File: config.mk
export PLATFORM = sky130hd
export DESIGN_NAME = irq_summary_regs
export DESIGN_NICKNAME = d
export VERILOG_FILES = /design/src/rtl/irq_sum_pkg.sv /design/src/rtl/irq_sync.sv /design/src/rtl/irq_mask_bank.sv /design/src/rtl/irq_summary_view.sv /design/src/rtl/irq_summary_regs.sv
export SDC_FILE = /design/constraint.sdc
export NUM_CORES = 1
export LEC_CHECK = 0
export ABC_AREA = 1
export BUFFER_PORTS_ARGS = -buffer_cell sky130_fd_sc_hd__clkbuf_2
export CAP_MARGIN = 10
export CORE_ASPECT_RATIO = 0.9
export CORE_UTILIZATION = 25
export CTS_CLUSTER_SIZE = 16
export DETAILED_ROUTE_END_ITERATION = 12
export PLACE_DENSITY_LB_ADDON = 0.12
export SYNTH_ARGS = -nofsm -noshare
export SYNTH_HDL_FRONTEND = slang
export SYNTH_SLANG_ARGS = --single-unit
File: constraint.sdc
create_clock -name clk_i -period 1.5 [get_ports clk_i]
set_input_delay 0.45 -clock clk_i [delete_from_list [all_inputs] [get_ports clk_i]]
set_output_delay 0.45 -clock clk_i [all_outputs]
set_load 0.1 [all_outputs]
File: src/rtl/irq_sum_pkg.sv
package irq_sum_pkg;
  localparam int BYTE_W = 8;

  function automatic int bytes_for(int lines);
    return (lines + BYTE_W - 1) / BYTE_W;
  endfunction
endpackage

File: src/rtl/irq_sync.sv
module irq_sync #(
  parameter int WIDTH  = 11,
  parameter int STAGES = 2
) (
  input  logic             clk_i,
  input  logic             rst_ni,
  input  logic [WIDTH-1:0] d_i,
  output logic [WIDTH-1:0] q_o
);
  logic [WIDTH-1:0] stage_q [STAGES];

  always_ff @(posedge clk_i or negedge rst_ni) begin
    if (!rst_ni) begin
      for (int s = 0; s < STAGES; s++) stage_q[s] <= '0;
    end else begin
      stage_q[0] <= d_i;
      for (int s = 1; s < STAGES; s++) stage_q[s] <= stage_q[s-1];
    end
  end

  assign q_o = stage_q[STAGES-1];
endmodule

File: src/rtl/irq_mask_bank.sv
module irq_mask_bank
  import irq_sum_pkg::*;
#(
  parameter int NUM_LINES = 11,
  localparam int NUM_BYTES = bytes_for(NUM_LINES)
) (
  input  logic                 clk_i,
  input  logic                 rst_ni,
  input  logic [NUM_BYTES-1:0] wr_byte_i,
  input  logic [BYTE_W-1:0]    wdata_i,
  output logic [NUM_LINES-1:0] mask_o
);
  // Only implemented lines own a flop; write bits past NUM_LINES are dropped.
  for (genvar i = 0; i < NUM_LINES; i++) begin : g_bit
    logic bit_q;
    always_ff @(posedge clk_i or negedge rst_ni) begin
      if (!rst_ni)                      bit_q <= 1'b1;
      else if (wr_byte_i[i / BYTE_W])   bit_q <= wdata_i[i % BYTE_W];
    end
    assign mask_o[i] = bit_q;
  end
endmodule

File: src/rtl/irq_summary_view.sv
module irq_summary_view
  import irq_sum_pkg::*;
#(
  parameter int NUM_LINES = 11,
  localparam int NUM_BYTES = bytes_for(NUM_LINES),
  localparam int IDX_W = (NUM_BYTES > 1) ? $clog2(NUM_BYTES) : 1
) (
  input  logic [NUM_LINES-1:0] raw_i,
  input  logic [NUM_LINES-1:0] mask_i,
  input  logic                 hit_i,
  input  logic [IDX_W-1:0]     idx_i,
  output logic [BYTE_W-1:0]    byte_o,
  output logic                 any_o
);
  logic [NUM_LINES-1:0]        pend;
  logic [NUM_BYTES*BYTE_W-1:0] padded;

  always_comb begin
    pend   = raw_i & ~mask_i;
    padded = '0;
    padded[NUM_LINES-1:0] = pend;
    byte_o = hit_i ? padded[idx_i*BYTE_W +: BYTE_W] : '0;
    any_o  = |pend;
  end
endmodule

File: src/rtl/irq_summary_regs.sv
module irq_summary_regs
  import irq_sum_pkg::*;
#(
  parameter int               NUM_LINES   = 11,
  parameter int               ADDR_W      = 8,
  parameter logic [ADDR_W-1:0] BASE_ADDR  = 8'h26,
  parameter int               SYNC_STAGES = 2
) (
  input  logic                 clk_i,
  input  logic                 rst_ni,
  input  logic [NUM_LINES-1:0] irq_lines_i,
  input  logic [ADDR_W-1:0]    addr_i,
  input  logic                 rd_i,
  input  logic                 wr_i,
  input  logic [BYTE_W-1:0]    wdata_i,
  output logic [BYTE_W-1:0]    rdata_o,
  output logic                 irq_o
);
  localparam int NUM_BYTES = bytes_for(NUM_LINES);
  localparam int IDX_W     = (NUM_BYTES > 1) ? $clog2(NUM_BYTES) : 1;

  logic [NUM_LINES-1:0] lines_sync;
  logic [NUM_LINES-1:0] line_mask;
  logic [NUM_BYTES-1:0] wr_byte;
  logic [ADDR_W-1:0]    offset;
  logic                 hit;
  logic [BYTE_W-1:0]    rd_byte;
  logic                 any_pend;
  logic [BYTE_W-1:0]    rdata_q;
  logic                 irq_q;

  assign offset = addr_i - BASE_ADDR;
  assign hit    = offset < ADDR_W'(NUM_BYTES);

  for (genvar b = 0; b < NUM_BYTES; b++) begin : g_wdec
    assign wr_byte[b] = wr_i && (addr_i == ADDR_W'(BASE_ADDR + b));
  end

  irq_sync #(.WIDTH(NUM_LINES), .STAGES(SYNC_STAGES)) u_sync (
    .clk_i  (clk_i),
    .rst_ni (rst_ni),
    .d_i    (irq_lines_i),
    .q_o    (lines_sync)
  );

  irq_mask_bank #(.NUM_LINES(NUM_LINES)) u_mask (
    .clk_i     (clk_i),
    .rst_ni    (rst_ni),
    .wr_byte_i (wr_byte),
    .wdata_i   (wdata_i),
    .mask_o    (line_mask)
  );

  irq_summary_view #(.NUM_LINES(NUM_LINES)) u_view (
    .raw_i  (lines_sync),
    .mask_i (line_mask),
    .hit_i  (hit),
    .idx_i  (offset[IDX_W-1:0]),
    .byte_o (rd_byte),
    .any_o  (any_pend)
  );

  always_ff @(posedge clk_i or negedge rst_ni) begin
    if (!rst_ni) begin
      rdata_q <= '0;
      irq_q   <= 1'b0;
    end else begin
      if (rd_i) rdata_q <= rd_byte;
      irq_q <= any_pend;
    end
  end

  assign rdata_o = rdata_q;
  assign irq_o   = irq_q;
endmodule

## After elaboration in Yosys (flattened, before gate mapping)

Cells that the tools add are included.

- Register bits: 42
- Bits of input ports: 31

- Add/subtract/negate cells: 1
- $lt $le $gt $ge: 1
- Equal/unequal tests: 2
- Shift operators: 1
- Multiplexer cells: 1
- Bitwise operators: 2
- Reduce and logical (&&, ||, !) cells: 3

Operator list:

| kind | count |
|---|---|
| 8-bit by 6-bit equality test with 1-bit output (second input constant) | 2 |
| 16-bit by 5-bit variable part select with 8-bit output | 1 |
| 11-bit AND | 1 |
| 11-bit NOT | 1 |
| 11-bit OR reduction | 1 |
| 8-bit by 2-bit < comparator with 1-bit output (second input constant) | 1 |
| 8-bit 2-to-1 mux | 1 |
| 8-bit by 6-bit subtractor with 8-bit output (second input constant) | 1 |
| 1-bit logical AND | 2 |

## Longest topological paths before layout

- Word-level depth: 4
- Mapped depth: 7

## Cells and area by module

From an unflattened synthesis, not the netlist that was laid out.

- Cell total of the unflattened synthesis: 177
- Area, all modules: 1788.0 um^2

By module, submodules not included:

| module | instances | cells each | area an instance (um^2) | seq. area each (um^2) |
|---|---|---|---|---|
| irq_sync | 1 | 33 | 633.1 | 550.5 |
| irq_mask_bank | 1 | 58 | 514.2 | 289.0 |
| irq_summary_regs | 1 | 44 | 470.5 | 225.2 |
| irq_summary_view | 1 | 42 | 170.2 | 0.0 |

## Worst setup path before layout

OpenSTA, ideal clock, no wires.

- Kind: flip-flop to output port
- Start point: register rdata_q[0] (netlist: rdata_o[0])
- End point: output port rdata_o[0]
- Arrival: 898 ps
- Path slack: 152 ps
- Stages on the path, launching flop included: 1
- Buffers on the path: 0
- Cells stage by stage: dfrtp_1

RTL lines:

| item | RTL line | RTL |
|---|---|---|
| start: declaration | irq_summary_regs.sv:29 | `logic [BYTE_W-1:0] rdata_q;` |
| start signal: assignment | irq_summary_regs.sv:68 | `if (rd_i) rdata_q <= rd_byte;` |
| end: declaration | irq_summary_regs.sv:16 | `output logic [BYTE_W-1:0] rdata_o,` |

No word-level cell between the ends.

## Worst setup path after layout

- Start point: register rdata_q[1] (netlist: rdata_o[1])
- End point: output port rdata_o[1]

No word-level cell between the ends.

==> out/summary.log <==
[status] result of the run completed
[synthesis] Post-Synthesis Net Count 188
[setup_path] CP cell instances buf_12
[setup_path] largest fanout on the critical path 2
[synthesis] Synth Instances 156
[setup_path] origin of the worst setup path rdata_o[1]$_DFFE_PN0P_
[drt] detailed-route via count 1097
[placed_design] Setup Slack @ Placement 0.00941 ns
[setup_path] worst reg-to-reg setup slack 0.45 ns
[global_routing] largest net degree at the start of global routing 43
[drt] via count normalized by instance count 3.76
[pwr] maximum vdd ir drop 0.000631 V
[pwr] power per cell area 1030 nW/um^2
[layout] combined area of the multi-input logic cells 467 sq um
[layout] share of final-layout standard cells stronger than drive strength 1 0.366
[global_routing] vias in the first global route 1049
[setup_path] startpoint of the most critical register-to-register path u_mask.g_bit[4].bit_q$_DFFE_PN1P_
[synthesis] synthesized-area fraction occupied by xor and xnor cells 0.00540
[clocking] CTS Hold Bufs 0
[flow_run] MaxCap Viol Count 0
[clocking] clock latency of the later-clocked register in the worst-skew pair 0.28 ns
[synthesis] count of warnings emitted by yosys 0
[synthesis] mux cell area share after synthesis 0
[setup_path] critical path type flip-flop to primary output
[timing] Worst Clk Skew 0.00383 ns
[clocking] Post-CTS Setup Bufs 0
[placed_design] Final Wtd Congestion 0.720
[drt] number of remaining DRC errors 0
[layout] number of diodes added for antenna fixing 0
[floorplanning] number of core rows 27
[timing] tightest slew margin relative to the limit 0.817
[synthesis] area share of fa/ha/maj cells after synthesis 0.00772
[synthesis] count of different cell masters after synthesis 22
[drt] routed wirelength normalized by instance count 10.0 um
[global_routing] overflow left after global routing 0
[setup_path] slowest stage cell, crit path sky130_fd_sc_hd__dfrtp_1
[layout] Area growth syn-to-layout 36.5%
[timing] final-report max-slew violation count 0
[placed_design] placed cells 284
[timing] worst setup margin 0.173 ns
[clocking] Resize count post-CTS 0
[layout] count of fill cells added during filler insertion 638
[setup_path] Bufs and invs on worst path 1
[clocking] Longest Clk Path Bufs 2
[floorplanning] initial standard-cell utilization of the core 0.262
[synthesis] post-synth design cell area 1620 sq um
[floorplanning] Core Region 6180 sq um
[timing] min cycle time layout 1.33 ns
[global_routing] antenna violations before repair 0
[drt] number of DRC markers in iteration 0 35
[setup_path] CP Data Required Time 1.05 ns
[drt] number of routed nets with antenna violations 0
[synthesis] area fraction in and, or, nand and nor cells after synthesis 0.198
[setup_path] Crit path max-delay family flip-flops
[placed_design] number of I/O port buffers 39
[clocking] number of buffers added by the clock tree synthesis step 5
[setup_path] Crit Reg-Reg Endpoint irq_o$_DFF_PN0_
[clocking] clock root buffer sky130_fd_sc_hd__clkbuf_8
[floorplanning] Die Area 6810 sq um
[clocking] TritonCTS sink count 42
[layout] number of nets in the finished design 236
[timing] final hold vios 0
[synthesis] post-synthesis area per instance 10.4 sq um
[setup_path] CP Launch Type flip-flop
[global_routing] global-route wire length before repair 4.93 mm
[setup_path] Worst Setup End Kind primary output
[global_routing] global-route usage over all layers 0.0967
[clocking] CTS tree done
[synthesis] largest family of logic cells by synthesized area simple AND/OR/NAND/NOR gates
[timing] RSZ-0062 raised after global routing false
[drt] number of iterations in the first detailed-routing pass 4
[layout] non-filler cells in the finished layout 292
[setup_path] CP Data Arrival Time 0.88 ns
[floorplanning] Top Ports 40
[timing] Final period util 0.885
[placed_design] HPWL after DPL 2.18 mm
[timing] endpoints failing setup 0
[synthesis] Seq/Total Area, Yosys 0.657
[pwr] total chip power 2.29 mW
[clocking] clock edge transition at the registers on the reported setup and hold paths 0.08 ns
[timing] setup_tns 0 ns
[floorplanning] width of the die 86.9 um
[setup_path] crit-path max cell delay 0.41 ns
[clocking] CTS HTree Levels 2
[min_path] min-delay worst type primary input to async pin
[timing] transition at the pin with the smallest max-transition slack 0.273 ns
[floorplanning] die extent in y 78.4 um
[drt] Routed WL 2.93 mm
[pwr] Static Leak 1.08 nW
[synthesis] compound-cell area share of the yosys netlist 0.0772
[layout] Sequential Area 1060 sq um
[synthesis] post-synthesis register bit count 42
[setup_path] Worst R2R Path Depth 5
[timing] Fmax 754 MHz
[layout make-up]
| type | count | share of cell area |
|---|---|---|
| multi-input cells | 92 | 0.211 |
| inverters | 21 | 0.0356 |
| clock buffers | 7 | 0.0390 |
| flip-flops and latches | 42 | 0.481 |
| well taps | 87 | 0.0492 |
| clock inverters | 1 | 0.0136 |
| repair buffers | 42 | 0.171 |
[power by group]
group	internal, mW	switching [mW]
Clock	0.543	0.371
Combinational	0.0709	0.106
Sequential	1.19	0.0129
Total	1.80	0.490
[worst max path at each step]
stage / to / slack (ns) / depth (start not counted)
finish: rdata_o[1] / 0.17 / 1
global route: rdata_o[0] / 0.13 / 1
CTS: rdata_o[1] / 0.15 / 1
detailed placement: rdata_o[5]$_DFFE_PN0P_ / 0.009 / 7
global placement: rdata_o[5]$_DFFE_PN0P_ / 0.007 / 7
floorplan: rdata_o[0] / 0.15 / 0
[Yosys cell counts]
cell type | count | area share
sky130_fd_sc_hd__nand2_1 | 43 | 0.10
sky130_fd_sc_hd__xnor2_1 | 1 | 0.0054
sky130_fd_sc_hd__a21oi_1 | 1 | 0.0031
sky130_fd_sc_hd__dfstp_2 | 11 | 0.18
sky130_fd_sc_hd__o21ai_2 | 3 | 0.016
sky130_fd_sc_hd__o21ai_1 | 3 | 0.0093
sky130_fd_sc_hd__inv_2 | 2 | 0.0046
sky130_fd_sc_hd__nor3_1 | 1 | 0.0031
sky130_fd_sc_hd__inv_1 | 19 | 0.044
sky130_fd_sc_hd__and3_1 | 1 | 0.0039
sky130_fd_sc_hd__nor3_2 | 2 | 0.012
sky130_fd_sc_hd__buf_6 | 1 | 0.0069
sky130_fd_sc_hd__nand4_1 | 2 | 0.0077
sky130_fd_sc_hd__a21oi_2 | 5 | 0.027
sky130_fd_sc_hd__dfrtp_1 | 31 | 0.48
sky130_fd_sc_hd__a21oi_4 | 1 | 0.010
sky130_fd_sc_hd__ha_1 | 1 | 0.0077
sky130_fd_sc_hd__nand3_1 | 9 | 0.028
sky130_fd_sc_hd__o22ai_1 | 3 | 0.012
sky130_fd_sc_hd__nor2_1 | 14 | 0.032
sky130_fd_sc_hd__nor2_4 | 1 | 0.0069
sky130_fd_sc_hd__nand2_2 | 1 | 0.0039
[worst register-to-register path, delay by kind of cell (launching register included)]
family | cells | cell delay [ns]
buffers and inverters | 1 | 0.05
flip-flops | 1 | 0.52
AND/OR/NAND/NOR | 4 | 0.38
[cells in the final DEF, fill, tap and decap left out, drive strengths merged]
cell	count
dfrtp	31
inv	21
nand4	2
nor2	15
dfstp	11
clkbuf	37
buf	12
xnor2	1
nor3	3
nand3	9
bufinv	1
o21ai	6
o22ai	3
ha	1
and3	1
nand2	44
a21oi	7
[per-layer routing]
metal,routed length [um],share of wire,GRT usage
met5,0,0,0
met1,1530,0.52,0.137
met2,1220,0.42,0.133
met4,33,0.011,0.0400
met3,146,0.050,0.0326
[cells by family (layout without fill, tap and decap cells)]
family | Yosys count | after routing
DFF | 42 | 42
and+or+nand+nor | 74 | 74
xor gates and xnor gates | 1 | 1
adders and majority gates | 1 | 1
AOI/OAI and AO/OA | 16 | 16
buffers and inverters | 22 | 71
[state kept, by name, indices dropped and copies added (netlist names)]
signal,cells
rdata_o,8
u_sync.q_o,11
irq_o,1
u_sync.stage_q,11
u_mask.g_bit.bit_q,11
[metrics by stage]
step / instance area [sq um] / util / hold WS, ns
final: 2210 / 0.358 / 0.133
after detailed placement: 2100 / 0.339 / 0.335
after global placement: 2100 / 0.339 / 0.332
after global routing: 2210 / 0.358 / 0.134
after floorplan: 1620 / - / 0.154
after CTS: 2210 / 0.358 / 0.133
No activity file was read; power rests on OpenSTA's default activity.
